--- config.mk ---
export PLATFORM = sky130hd
export DESIGN_NAME = rcfg_top
export DESIGN_NICKNAME = d
export VERILOG_FILES = /design/src/rtl/rcfg_pkg.sv /design/src/rtl/rcfg_legal_check.sv /design/src/rtl/rcfg_sequencer.sv /design/src/rtl/rcfg_map_store.sv /design/src/rtl/rcfg_top.sv
export SDC_FILE = /design/constraint.sdc
export NUM_CORES = 1
export LEC_CHECK = 0
export BUFFER_PORTS_ARGS = -buffer_cell sky130_fd_sc_hd__buf_2
export CAP_MARGIN = 20
export CORE_AREA = 2 2 63 65
export CTS_CLUSTER_SIZE = 30
export DETAILED_ROUTE_END_ITERATION = 10
export DIE_AREA = 0 0 65 67
export GPL_TIMING_DRIVEN = 0
export HOLD_SLACK_MARGIN = 0.02
export PLACE_DENSITY = 0.77
export SYNTH_ARGS = -nofsm -noshare
export SYNTH_HDL_FRONTEND = slang
export SYNTH_SLANG_ARGS = --single-unit
--- constraint.sdc ---
create_clock -name clk -period 2.58 [get_ports clk]
set_input_delay 0.258 -clock clk [delete_from_list [all_inputs] [get_ports clk]]
set_output_delay 0.258 -clock clk [all_outputs]
set_load 0.05 [all_outputs]
--- src/rtl/rcfg_pkg.sv ---
package rcfg_pkg;

    localparam int NUM_PAIRS  = 4;
    localparam int NUM_CTX    = 4;
    localparam int CTX_W      = $clog2(NUM_CTX);
    localparam int FIELD_W    = CTX_W + 1;
    localparam int MAP_W      = NUM_PAIRS * FIELD_W;
    localparam int DECODE_CYC = 4;
    localparam int FLUSH_CYC  = 4;
    localparam int PH_CNT_MAX = (DECODE_CYC > FLUSH_CYC) ? DECODE_CYC : FLUSH_CYC;
    localparam int CNT_W      = $clog2(PH_CNT_MAX + 1);

    typedef struct packed {
        logic             dis;
        logic [CTX_W-1:0] ctx;
    } pair_cfg_t;

    typedef pair_cfg_t [NUM_PAIRS-1:0] pair_map_t;

    typedef enum logic [1:0] {
        PH_IDLE,
        PH_DECODE,
        PH_FLUSH,
        PH_START
    } phase_e;

    function automatic pair_map_t reset_map();
        pair_map_t m;
        for (int p = 0; p < NUM_PAIRS; p++) begin
            m[p].dis = 1'b0;
            m[p].ctx = CTX_W'(p % NUM_CTX);
        end
        return m;
    endfunction

    function automatic logic pair_changed(input pair_cfg_t old_c, input pair_cfg_t new_c);
        return (old_c.dis != new_c.dis) || (!new_c.dis && (old_c.ctx != new_c.ctx));
    endfunction

    function automatic logic [NUM_PAIRS-1:0] ctx_owned(input pair_map_t m, input int c);
        logic [NUM_PAIRS-1:0] own;
        for (int p = 0; p < NUM_PAIRS; p++)
            own[p] = !m[p].dis && (m[p].ctx == CTX_W'(c));
        return own;
    endfunction

    // An owned set is fine when empty or an aligned power-of-two block.
    function automatic logic group_ok(input logic [NUM_PAIRS-1:0] own);
        logic                 ok;
        logic [NUM_PAIRS-1:0] pat;
        ok = (own == '0);
        for (int s = 1; s <= NUM_PAIRS; s = s * 2) begin
            for (int b = 0; b + s <= NUM_PAIRS; b = b + s) begin
                pat = '0;
                for (int k = 0; k < s; k++)
                    pat[b+k] = 1'b1;
                if (own == pat)
                    ok = 1'b1;
            end
        end
        return ok;
    endfunction

    function automatic logic map_legal(input pair_map_t m);
        logic ok;
        ok = 1'b1;
        for (int c = 0; c < NUM_CTX; c++)
            if (!group_ok(ctx_owned(m, c)))
                ok = 1'b0;
        return ok;
    endfunction

endpackage

--- src/rtl/rcfg_legal_check.sv ---
module rcfg_legal_check
    import rcfg_pkg::*;
(
    input  pair_map_t req_i,
    output logic      legal_o
);

    logic [NUM_CTX-1:0] ctx_ok;

    for (genvar c = 0; c < NUM_CTX; c++) begin : g_ctx
        logic [NUM_PAIRS-1:0] own;
        always_comb begin
            for (int p = 0; p < NUM_PAIRS; p++)
                own[p] = !req_i[p].dis && (req_i[p].ctx == CTX_W'(c));
        end
        assign ctx_ok[c] = group_ok(own);
    end

    assign legal_o = &ctx_ok;

endmodule

--- src/rtl/rcfg_sequencer.sv ---
module rcfg_sequencer
    import rcfg_pkg::*;
(
    input  logic   clk,
    input  logic   rst,
    input  logic   launch_i,
    output phase_e phase_o,
    output logic   busy_o
);

    phase_e           phase_q;
    logic [CNT_W-1:0] cnt_q;

    always_ff @(posedge clk) begin
        if (rst) begin
            phase_q <= PH_IDLE;
            cnt_q   <= '0;
        end else begin
            unique case (phase_q)
                PH_IDLE: begin
                    cnt_q <= '0;
                    if (launch_i)
                        phase_q <= PH_DECODE;
                end
                PH_DECODE: begin
                    if (cnt_q == CNT_W'(DECODE_CYC - 1)) begin
                        phase_q <= PH_FLUSH;
                        cnt_q   <= '0;
                    end else begin
                        cnt_q <= cnt_q + 1'b1;
                    end
                end
                PH_FLUSH: begin
                    if (cnt_q == CNT_W'(FLUSH_CYC - 1)) begin
                        phase_q <= PH_START;
                        cnt_q   <= '0;
                    end else begin
                        cnt_q <= cnt_q + 1'b1;
                    end
                end
                PH_START: begin
                    phase_q <= PH_IDLE;
                    cnt_q   <= '0;
                end
                default: phase_q <= PH_IDLE;
            endcase
        end
    end

    assign phase_o = phase_q;
    assign busy_o  = (phase_q != PH_IDLE);

    AST_START_ONE_CYCLE: assert property (@(posedge clk) disable iff (rst)
        (phase_q == PH_START) |=> (phase_q == PH_IDLE));
    AST_IDLE_NEEDS_LAUNCH: assert property (@(posedge clk) disable iff (rst)
        (phase_q == PH_IDLE && !launch_i) |=> (phase_q == PH_IDLE));
    AST_CNT_IN_RANGE: assert property (@(posedge clk) disable iff (rst)
        cnt_q < CNT_W'(PH_CNT_MAX));

endmodule

--- src/rtl/rcfg_map_store.sv ---
module rcfg_map_store
    import rcfg_pkg::*;
(
    input  logic                 clk,
    input  logic                 rst,
    input  logic                 launch_i,
    input  pair_map_t            req_i,
    input  phase_e               phase_i,
    output pair_map_t            map_o,
    output logic [NUM_PAIRS-1:0] flush_o,
    output logic [NUM_PAIRS-1:0] start_o
);

    pair_map_t            live_q;
    pair_map_t            pend_q;
    logic [NUM_PAIRS-1:0] chg_q;

    always_ff @(posedge clk) begin
        if (rst) begin
            live_q <= reset_map();
            pend_q <= reset_map();
        end else begin
            if (launch_i)
                pend_q <= req_i;
            if (phase_i == PH_START)
                live_q <= pend_q;
        end
    end

    for (genvar p = 0; p < NUM_PAIRS; p++) begin : g_pair
        always_ff @(posedge clk) begin
            if (rst)
                chg_q[p] <= 1'b0;
            else if (launch_i)
                chg_q[p] <= pair_changed(live_q[p], req_i[p]);
        end
        assign flush_o[p] = (phase_i == PH_FLUSH) && chg_q[p];
        assign start_o[p] = (phase_i == PH_START) && chg_q[p] && !pend_q[p].dis;
    end

    assign map_o = (phase_i == PH_START) ? pend_q : live_q;

    AST_LIVE_MOVES_AT_START: assert property (@(posedge clk) disable iff (rst)
        !$stable(live_q) |-> ($past(phase_i) == PH_START));
    AST_PEND_HELD_WHILE_BUSY: assert property (@(posedge clk) disable iff (rst)
        (phase_i != PH_IDLE) |=> $stable(pend_q));

endmodule

--- src/rtl/rcfg_top.sv ---
module rcfg_top
    import rcfg_pkg::*;
(
    input  logic                 clk,
    input  logic                 rst,
    input  logic                 req_valid_i,
    input  logic [MAP_W-1:0]     req_map_i,
    output logic [MAP_W-1:0]     map_o,
    output logic [NUM_PAIRS-1:0] flush_o,
    output logic [NUM_PAIRS-1:0] start_o,
    output logic                 busy_o,
    output logic                 err_o
);

    pair_map_t req_s;
    pair_map_t map_s;
    phase_e    phase;
    logic      legal;
    logic      launch;
    logic      err_q;

    assign req_s = pair_map_t'(req_map_i);

    rcfg_legal_check u_legal (
        .req_i   (req_s),
        .legal_o (legal)
    );

    assign launch = req_valid_i && !busy_o && legal;

    rcfg_sequencer u_seq (
        .clk      (clk),
        .rst      (rst),
        .launch_i (launch),
        .phase_o  (phase),
        .busy_o   (busy_o)
    );

    rcfg_map_store u_store (
        .clk      (clk),
        .rst      (rst),
        .launch_i (launch),
        .req_i    (req_s),
        .phase_i  (phase),
        .map_o    (map_s),
        .flush_o  (flush_o),
        .start_o  (start_o)
    );

    always_ff @(posedge clk) begin
        if (rst)
            err_q <= 1'b0;
        else
            err_q <= req_valid_i && !busy_o && !legal;
    end

    assign err_o = err_q;
    assign map_o = MAP_W'(map_s);

    AST_ERR_KEEPS_MAP: assert property (@(posedge clk) disable iff (rst)
        err_o |-> $stable(map_o));
    AST_ERR_NOT_BUSY: assert property (@(posedge clk) disable iff (rst)
        err_o |-> !busy_o);
    AST_MAP_ALWAYS_LEGAL: assert property (@(posedge clk) disable iff (rst)
        map_legal(pair_map_t'(map_o)));
    AST_FLUSH_WHILE_BUSY: assert property (@(posedge clk) disable iff (rst)
        (|flush_o) |-> busy_o);
    AST_STROBES_EXCLUSIVE: assert property (@(posedge clk) disable iff (rst)
        !((|flush_o) && (|start_o)));
    AST_BUSY_REQ_NO_ERR: assert property (@(posedge clk) disable iff (rst)
        (busy_o && req_valid_i) |=> !err_o);

endmodule

== After elaboration in Yosys (flattened, before gate mapping) ==
Index checks and enable logic that the tools add are counted.
Cells by class
  add/sub/neg operators: 1
  equal/unequal tests: 55
  muxes and demuxes: 35
  reduce and logical (&&, ||, !) cells: 63
Operators with widths (count)
  equality test 4 bit (second input constant): 12
  logical AND 1 bit: 35
  equality test 4 x 2 -> 1 bit (second input constant): 8
  2-to-1 mux 1 bit: 28
  equality test 2 bit (second input constant): 10
  equality test 4 x 1 -> 1 bit (second input constant): 4
  equality test 4 x 3 -> 1 bit (second input constant): 4
  zero test 4 bit: 4
  2-to-1 mux 12 bit: 1
  equality test 2 x 1 -> 1 bit (second input constant): 5
  zero test 1 bit: 10
  zero test 2 bit: 5
  != test 2 bit: 4
  one-hot mux 2 bit (4 select lines): 1
  2-to-1 mux 2 bit: 3
  one-hot mux 3 bit (2 select lines): 1
  logical OR 1 bit: 4
  != test 1 bit: 4
  != test 2 x 1 -> 1 bit (second input constant): 2
  AND reduction 4 bit: 1
  OR reduction 2 bit: 2
  adder 3 x 1 -> 3 bit (second input constant): 1
  equality test 3 x 2 -> 1 bit (second input constant): 1
  2-to-1 mux 3 bit: 1
  other kinds (3): 3
Word-level totals
  register bits after elaboration: 34
  output and inout port bits: 22
  logic and storage cells: 177

== Logic depth before layout (Yosys ltp) ==
  depth after elaboration: 14
  gate-level depth with buffers: 7

== Cells and area by module ==
From an unflattened synthesis, not the netlist that was laid out.
Unflattened totals
  cells, all modules: 178
  area total of the unflattened synthesis: 1757.9 µm²
By module, submodules not included
  rcfg_map_store: instances 1, cells an instance 113, area each 1229.9 µm²
  rcfg_sequencer: instances 1, cells an instance 28, area each 271.5 µm²
  rcfg_legal_check: instances 1, cells an instance 34, area each 212.7 µm²
  rcfg_top: instances 1, cells an instance 3, area each 43.8 µm²

== Least setup slack after synthesis ==
No wires, ideal clock.
  path kind: register to output
  start: register u_seq.phase_q[1] (netlist: u_seq.phase_o[1])
  end: output start_o[0]
  arrival: 1.823 ns
  path slack: 0.499 ns
  cell stages (with the launch flop): 6
  buffers on the path: 2
  path through: dfxtp_1 ha_1 clkbuf_1 clkbuf_1 nand2_1 nor2_1
On the way
  word-level cells in the longest chain between the ends: 3
Ends and longest elaborated chain
  from (decl): RTL line rcfg_sequencer.sv:11  | phase_e phase_q;
  from (signal assigned): RTL line rcfg_sequencer.sv:16  | phase_q <= PH_IDLE;
  from (signal assigned): RTL line rcfg_sequencer.sv:23  | phase_q <= PH_DECODE;
  from (signal assigned): RTL line rcfg_sequencer.sv:27  | phase_q <= PH_FLUSH;
  equality test 2 bit: RTL line rcfg_map_store.sv:38  | assign start_o[p] = (phase_i == PH_START) && chg_q[p] && !pend_q[p].dis;
  logical AND 1 bit (2 in a row): RTL line rcfg_map_store.sv:38
  to (decl): RTL line rcfg_top.sv:10  | output logic [NUM_PAIRS-1:0] start_o,
No other way between the ends.

== Final worst setup path ==
  start: register u_seq.phase_q[1] (netlist: u_seq.phase_o[1])
  end: output map_o[5]
On the way
  word-level cells in the longest chain between the ends: 2
Ends and longest elaborated chain
  equality test 2 bit: RTL line rcfg_map_store.sv:41  | assign map_o = (phase_i == PH_START) ? pend_q : live_q;
  2-to-1 mux 12 bit: RTL line rcfg_map_store.sv:41
  to (decl): RTL line rcfg_top.sv:8  | output logic [MAP_W-1:0] map_o,
No other way between the ends.

==> impl_metrics.yaml <==
final_layout:
  syn2layout_area_growth_pct: 16.1
  final_cell_mix: "dfxtp_1, buf_2, nor2_1"
  fin_util_pct: 62.1
  final_common_cell: "dfxtp_1"
  layout-drive-gt1-share_pct: 26.0
  num_antenna_cells: 0
  fillers: 319
  nNetsFinal: 267
  post-route-cell-area_um2: 2240
pwr:
  p_per_area_nw_per_um2: 698
  total_power_uw: 1560
  vdd_drop_max_uv: 448
  leakage_uw: 0.000909
clocking:
  cts_tree: "built"
  path_clk_slew_ns: 0.06
  cts_hold_buf: 0
  clock_latency_ns: 0.28
  cts_buffers: 5
  clk_path_buf_depth: 2
  postCtsSetupBuffers: 0
  clkSinkCount: 34
  clockRootBuffer: "clkbuf_8"
  h-tree-depth: 2
min_path:
  hold_class: "in2reg"
  hold_start: "req_map_i[1]"
critical_path:
  worst-setup-path-type: "reg2out"
  crit_start: "u_seq.phase_o[1]"
  reg2reg_to: "u_store.live_q[5]"
  arrival_ns: 2.08
  crit_fanout: 10
  cp.required_ns: 2.32
  endpoint_kind: "output port"
  crit_end: "map_o[5]"
  reg2reg_from: "u_seq.phase_o[1]"
  reg2reg_setup_slack_ns: 0.75
  cp-start-kind: "flip-flop"
  worstRegToRegCells: 4
global_routing:
  grtUsageTotal_pct: 22.1
  use_met2_pct: 35.7
  grt.met3_usage_pct: 5.24
  top_usage_layer: "met2"
  use_met1_pct: 27.7
  grt_pass1_wl_um: 7220
  grt_max_degree: 11
  grt_pass1_vias: 1607
  antenna_found_initial: 0
  overflow: 0
die:
  fp.dieW_um: 65
  fp.dieArea_um2: 4360
  num_rows: 22
  ioPinCount: 37
  die_h_um: 67
  start_util_pct: 53.5
  core_um2: 3610
timing:
  setup_viol: 0
  min_period_ns: 2.34
  finalHoldViolCount: 0
  hold_ws_ns: 0.264
  fin_crit_sh_pct: 90.6
  max_freq_mhz: 428
  worst_pin_slew_ns: 0.803
  rsz0062_at_grt: "false"
  maxSlewViolCount: 0
  finClkSkew_ns: 0.00560
  max_slew_margin_pct: 46.3
  tns_ns: 0
synthesis:
  synth-simple-area-share_pct: 26.5
  synthAdderAreaFrac_pct: 3.89
  syn-num-nets: 233
  ys_async_sr_fraction_pct: 0
  syn_avg_cell_area_um2: 9.09
  synth_ff_type: "dfxtp_1"
  synth_cells: 212
  syn_area_um2: 1930
  yosys.area_share.xor_xnor_pct: 3.63
  yosysUniqueCellTypes: 42
  yosysSeqAreaShare_pct: 35.3
  ys.warnings.count: 0
  synth.area.mux_share_pct: 11.2
  synth_edf_count: 0
  synth_top_family_by_area: "simple AND/OR/NAND/NOR gates"
  synth_compound_area_share_pct: 13.4
  ys_ff_latch: 34
route:
  vias_per_cell: 5.88
  routed_wirelength_um: 4500
  drcViolationCount: 0
  vias: 1728
  drt_iter0_drc: 109
  ant_nets: 0
  first_pass_iters: 4
  wl_per_cell_um: 15.3
flow_run:
  maxCapViolCount: 0
placed_design:
  io_buffers: 28
  place_hpwl_um: 3250
  placed_area_um2: 2130
  place_congestion: 0.826
status:
  status: "finished clean"
-- flip-flops by register name, indices dropped and copies added (netlist names) --
register / flops
err_o: 1
u_seq.cnt_q: 3
u_seq.phase_o: 2
u_store.chg_q: 4
u_store.live_q: 12
u_store.pend_q: 12
-- cells in the mapped netlist, drive strengths merged, types with 5 or more instances --
master,instances,area (um^2)
a21oi,8,40.0
and2,13,81.3
buf,6,48.8
clkbuf,12,46.3
dfxtp,34,681
ha,6,75.1
inv,5,18.8
mux2,12,135
mux2i,8,80.1
nand2,10,37.5
nand4,10,62.6
nor2,19,71.3
nor3,13,96.4
o31ai,8,60.1
or4,5,48.8
-- layer usage --
layer | routed length, um | vias to the layer above
met5 | 0 | -
met4 | 125 | 0
met3 | 200 | 12
met2 | 2130 | 48
met1 | 2050 | 833
li1 | - | 835
-- critical path, stage by stage (launching register included) --
cell and delay (ns):
dfxtp_1 0.40, ha_1 0.47, clkbuf_2 0.33, mux2_2 0.38, buf_2 0.21
-- metrics by stage --
stage / instances / setup WS [ns]
2_1_floorplan: 212 / 0.499
5_1_grt: 294 / 0.0856
6_report: 294 / 0.243
3_3_place_gp: 288 / 0.274
4_1_cts: 295 / 0.102
3_5_place_dp: 288 / 0.269
-- power breakdown --
| group | internal [uW] | switching (uW) |
|---|---|---|
| clock | 309 | 186 |
| combinational | 150 | 276 |
| sequential | 596 | 46.9 |
| total | 1050 | 509 |
-- worst min path at each step --
stage,to,slack (ns),cells past startpoint
after detailed placement,u_seq.cnt_q[0],0.42,1
after global placement,u_seq.cnt_q[0],0.41,1
after global routing,u_store.pend_q[1],0.27,3
final,u_store.pend_q[1],0.26,3
after floorplan,u_seq.cnt_q[0],0.40,1
after CTS,u_store.pend_q[1],0.27,3
-- cell families (layout without fill, tap and decap cells) --
group | Yosys count | after routing
AND/OR/NAND/NOR | 86 | 86
AO/OA/AOI/OAI | 34 | 34
flip-flops | 34 | 34
buffers and inverters | 24 | 58
multiplexers | 20 | 20
XOR/XNOR | 8 | 8
adder cells (fa/ha/maj) | 6 | 6
-- layout make-up --
cell class | instances | area (um^2) | area share [%]
Multi-Input combinational cell | 154 | 1130 | 50.5
Timing Repair Buffer | 28 | 140 | 6.26
Sequential cell | 34 | 681 | 30.4
Inverter | 6 | 22.5 | 1.01
Clock buffer | 6 | 82.6 | 3.69
Clock inverter | 1 | 30.0 | 1.34
Tap cell | 48 | 60.1 | 2.68
Buffer | 17 | 92.6 | 4.14
-- what timing repair did --
item                                    4_1_cts  5_1_grt
pin swaps                                     0        0
resized for setup                             1        0
endpoints found under the setup margin        6        6
Note: power is estimated with default switching activity, not from simulation.
